$ cat config.mk
export PLATFORM = sky130hd
export DESIGN_NAME = sclk_rate_gen
export DESIGN_NICKNAME = d
export VERILOG_FILES = /design/src/rtl/sclk_rate_pkg.sv /design/src/rtl/sclk_cfg_watch.sv /design/src/rtl/sclk_div_stage.sv /design/src/rtl/sclk_rate_gen.sv
export SDC_FILE = /design/constraint.sdc
export NUM_CORES = 1
export LEC_CHECK = 0
export ABC_AREA = 1
export CELL_PAD_IN_SITES_DETAIL_PLACEMENT = 0
export CELL_PAD_IN_SITES_GLOBAL_PLACEMENT = 2
export CORE_ASPECT_RATIO = 2
export CORE_UTILIZATION = 33
export CTS_CLUSTER_DIAMETER = 40
export CTS_CLUSTER_SIZE = 28
export DETAILED_ROUTE_END_ITERATION = 6
export GPL_TIMING_DRIVEN = 0
export PLACE_DENSITY_LB_ADDON = 0.1
export SYNTH_ARGS = -nofsm -noshare
export SYNTH_HDL_FRONTEND = slang
export SYNTH_SLANG_ARGS = --single-unit
$ cat constraint.sdc
create_clock -name clk -period 3 [get_ports clk]
set_input_delay 0.6 -clock clk [delete_from_list [all_inputs] [get_ports clk]]
set_output_delay 0.6 -clock clk [all_outputs]
set_load 0.05 [all_outputs]
$ cat src/rtl/sclk_rate_pkg.sv
package sclk_rate_pkg;

  // Effective prescaler: bit 0 cleared, zero promoted to two.
  function automatic logic [15:0] eff_presc(input logic [15:0] raw);
    logic [15:0] e;
    e = {raw[15:1], 1'b0};
    if (e == 16'd0) e = 16'd2;
    return e;
  endfunction

  // Cycles per prescaler-stage wrap (half the effective prescaler).
  function automatic logic [15:0] half_presc(input logic [15:0] raw);
    return eff_presc(raw) >> 1;
  endfunction

  // Raw prescaler values outside the legal even 2..254 set.
  function automatic logic presc_illegal(input logic [15:0] raw);
    return raw[0] | (raw == 16'd0);
  endfunction

endpackage

$ cat src/rtl/sclk_cfg_watch.sv
module sclk_cfg_watch #(
  parameter int W = 16
) (
  input  logic         clk,
  input  logic         rst_n,
  input  logic [W-1:0] cfg,
  output logic         changed
);
  logic [W-1:0] cfg_q;

  always_ff @(posedge clk or negedge rst_n) begin
    if (!rst_n) cfg_q <= '0;
    else        cfg_q <= cfg;
  end

  assign changed = (cfg != cfg_q);
endmodule

$ cat src/rtl/sclk_div_stage.sv
module sclk_div_stage #(
  parameter int W = 8
) (
  input  logic         clk,
  input  logic         rst_n,
  input  logic         clear,
  input  logic         adv,
  input  logic [W-1:0] limit,
  output logic [W-1:0] count,
  output logic         wrap
);
  assign wrap = adv & (count == limit);

  always_ff @(posedge clk or negedge rst_n) begin
    if (!rst_n)     count <= '0;
    else if (clear) count <= '0;
    else if (adv)   count <= wrap ? '0 : count + W'(1);
  end
endmodule

$ cat src/rtl/sclk_rate_gen.sv
module sclk_rate_gen
  import sclk_rate_pkg::*;
#(
  parameter int PW = 8,
  parameter int SW = 8
) (
  input  logic          clk,
  input  logic          rst_n,
  input  logic          en,
  input  logic [PW-1:0] presc_div,
  input  logic [SW-1:0] post_div,
  output logic          edge_tick,
  output logic          presc_bad
);
  localparam int C1W  = PW - 1;
  localparam int CFGW = PW + SW;

  logic           cfg_chg;
  logic           run;
  logic [C1W-1:0] lim1;
  logic [C1W-1:0] c1;
  logic [SW-1:0]  c2;
  logic           pre_tick;
  logic           post_wrap;

  sclk_cfg_watch #(.W(CFGW)) u_watch (
    .clk     (clk),
    .rst_n   (rst_n),
    .cfg     ({presc_div, post_div}),
    .changed (cfg_chg)
  );

  assign run  = en & ~cfg_chg;
  assign lim1 = C1W'(half_presc(16'(presc_div)) - 16'd1);

  sclk_div_stage #(.W(C1W)) u_pre (
    .clk   (clk),
    .rst_n (rst_n),
    .clear (~run),
    .adv   (1'b1),
    .limit (lim1),
    .count (c1),
    .wrap  (pre_tick)
  );

  sclk_div_stage #(.W(SW)) u_post (
    .clk   (clk),
    .rst_n (rst_n),
    .clear (~run),
    .adv   (pre_tick),
    .limit (post_div),
    .count (c2),
    .wrap  (post_wrap)
  );

  assign edge_tick = run & post_wrap;
  assign presc_bad = presc_illegal(16'(presc_div));
endmodule

==> impl_metrics.tcl <==
set metrics [dict create \
    grt_pass1_wl_um 8560 \
    overflow 0 \
    placedInstanceArea_mm2 0.00224 \
    clkPwrFrac 0.474 \
    clk_latency_ns 0.28 \
    syn_nets 272 \
    finalMaxSlewViolations 0 \
    yosys_warnings 0 \
    slowest_delay_ns 0.28 \
    die_h_um 111 \
    antennaDiodeCount 0 \
    dp.cells 331 \
    fin_cells 352 \
    p_int_uw 849 \
    ioPinCount 21 \
    maxCapViolations 0 \
    netlist_instances 250 \
    coreArea_mm2 0.00571 \
    cts_buffer_depth 2 \
    h-tree-depth 2 \
    worstPathMaxFanout 5 \
    cts-buffers-inserted 5 \
    postRouteAntennaNets 0 \
    finalPower_mw 1.11 \
    cts_tree "done" \
    grt_max_degree 32 \
    drt_wl_total_um 4940 \
    hold_class "in -> async" \
    syn-cell-area_mm2 0.00195 \
    yosysSeqAreaShare 0.397 \
    period_needed_ns 2.88 \
    dp_hpwl_um 3870 \
    p_seq_frac 0.390 \
    clk_pin_slew_ns 0.05 \
    synth.area.top_cells "dfrtp_1, nand2_1, xor2_1" \
    status "finished, final reports clean" \
    antenna_found_initial 0 \
    crit_type "in -> out" \
    pwr-share-comb 0.136 \
    leakagePower_nw 1.26 \
    yosys.area.top_type_share 0.397 \
    relSlewSlack 0.518 \
    die-area_mm2 0.00625 \
    wire_per_inst_um 14.0 \
    finalCritPeriodShare 0.959 \
    gp_congestion 0.751 \
    synth_commonest_cells "nand2_1, inv_1, dfrtp_1" \
    layout-area-overhead-vs-synth_pct 29.0 \
    die_width_um 56.4 \
    cp-start-kind "input port" \
    path_cells "buf_2, nor2_4, nand2_4, nor2_2, nor2_2, ha_4, xor2_2, nand3_2, nor2_4, nand4_4, nor3_4, buf_6" \
    placementRows 39 \
    endpoint_kind "output port" \
    port_buffers 20 \
    worstPathArrival_ns 2.28 \
    finClkSkew_ns 0.00185 \
    grt_pass1_vias 1765 \
    p_sw_frac 0.238 \
    synth_top_flop_cell "dfrtp_1" \
    ys_ff_latch 31 \
    initial_core_util 0.342 \
    async_reset_ff_frac 1.00 \
    hold_viol 0 \
    max_freq_mhz 348 \
    yosysUniqueCellTypes 27 \
    grt_usage 0.186 \
    drtIter0Drc 39 \
    crit_slowest_cell "ha_4" \
    tns_ns 0 \
    yosysTopAreaCell "dfrtp_1" \
    synth.most_common_cell "nand2_1" \
    viasPerCell 4.60 \
    vias 1620 \
    drive_gt1_frac 0.251 \
    p_per_area_mw_per_mm2 442 \
    cts_root_buffer "clkbuf_16" \
    clock_sinks 31 \
    ir_drop_mv 0.419 \
    final_nets 312 \
    cts-hold-fix-buffers 0 \
    cp.required_ns 2.40 \
    drc 0 \
    worst_pin_slew_ns 0.723 \
    p_sw_uw 265 \
    final-setup-viol-count 0 \
    synth_edf_count 0 \
    drt_first_pass_iters 4 \
    syn_avg_cell_area_um2 7.82 \
    design_area_mm2 0.00252 \
]
per-stage QoR:
stage | worst slack, ns | hold slack, ns | utilization
floorplan | 0.185 | 0.304 | -
global placement | -1.19 | 0.511 | 0.393
detailed placement | -1.16 | 0.520 | 0.392
CTS | 0.0219 | 0.413 | 0.437
global route | -0.0186 | 0.455 | 0.442
finish | 0.124 | 0.378 | 0.442
sequential cells by signal, indices dropped and copies added (netlist names):
signal / cells
u_post.count: 8
u_pre.count: 7
u_watch.cfg_q: 16
power by group through the flow:
stage | Combinational (mW) | Sequential (mW) | Clock, mW
finish | 0.151 | 0.435 | 0.528
global route | 0.172 | 0.436 | 0.557
detailed placement | 0.130 | 0.442 | 0
global placement | 0.131 | 0.442 | 0
CTS | 0.149 | 0.435 | 0.542
floorplan | 0.0707 | 0.441 | 0
metal layers:
metal,track usage,wire [µm],up-vias
met5,0,0,-
met2,0.348,2860,20
met3,0.0315,96,11
met1,0.186,1770,734
li1,-,-,855
met4,0.102,204,0
kinds of logic after synthesis:
| family | synth area share |
|---|---|
| and+or+nand+nor | 0.371 |
| adders and majority gates | 0.0192 |
| xor gates and xnor gates | 0.103 |
| DFF | 0.397 |
| buffers and inverters | 0.0794 |
| AOI/OAI and AO/OA | 0.0301 |
final timing paths:
check / start / to / slack, ns / cells past startpoint
setup reg to reg: u_pre.count[1]$_DFF_PN0_ / u_post.count[0]$_DFFE_PN0P_ / 1.12 / 14
max in group asynchronous: rst_n / u_watch.cfg_q[15]$_DFF_PN0_ / 2.16 / 1
setup / recovery: presc_div[5] / edge_tick / 0.12 / 12
hold / removal: rst_n / u_watch.cfg_q[5]$_DFF_PN0_ / 0.38 / 1
min in group clk: presc_div[7] / u_watch.cfg_q[15]$_DFF_PN0_ / 0.49 / 1
hold reg to reg: u_post.count[7]$_DFFE_PN0P_ / u_post.count[7]$_DFFE_PN0P_ / 0.53 / 2
critical path: cells and delay by family:
kind / cells / cell delay [ns]
buffers and inverters: 2 / 0.34
AND/OR/NAND/NOR: 8 / 0.88
XOR/XNOR: 1 / 0.17
adder cells (fa/ha/maj): 1 / 0.28
placed cells by master, fill, tap and decap left out, drive strengths merged, types with 7 or more instances in the layout:
cell type,instances
xnor2,7
clkdlybuf4s50,11
inv,40
buf,20
nand3,24
nor2,30
dfrtp,31
nand2,73
xor2,16
clkbuf,8
final cells by class:
type                            instances  area (µm²)
Inverter                               40         155
Multi-Input combinational cell        179        1090
Sequential cell                        31         776
Tap cell                               61        76.3
Fill cell                             620        3190
Clock buffer                            8         156
Timing Repair Buffer                   33         268
what timing repair did:
item	CTS	global route
pin swaps	10	9
buffers inserted	13	0
resized for setup	37	7
cloned	0	0
endpoints found under the setup margin	2	1
Note: power is estimated with default switching activity, not from simulation.
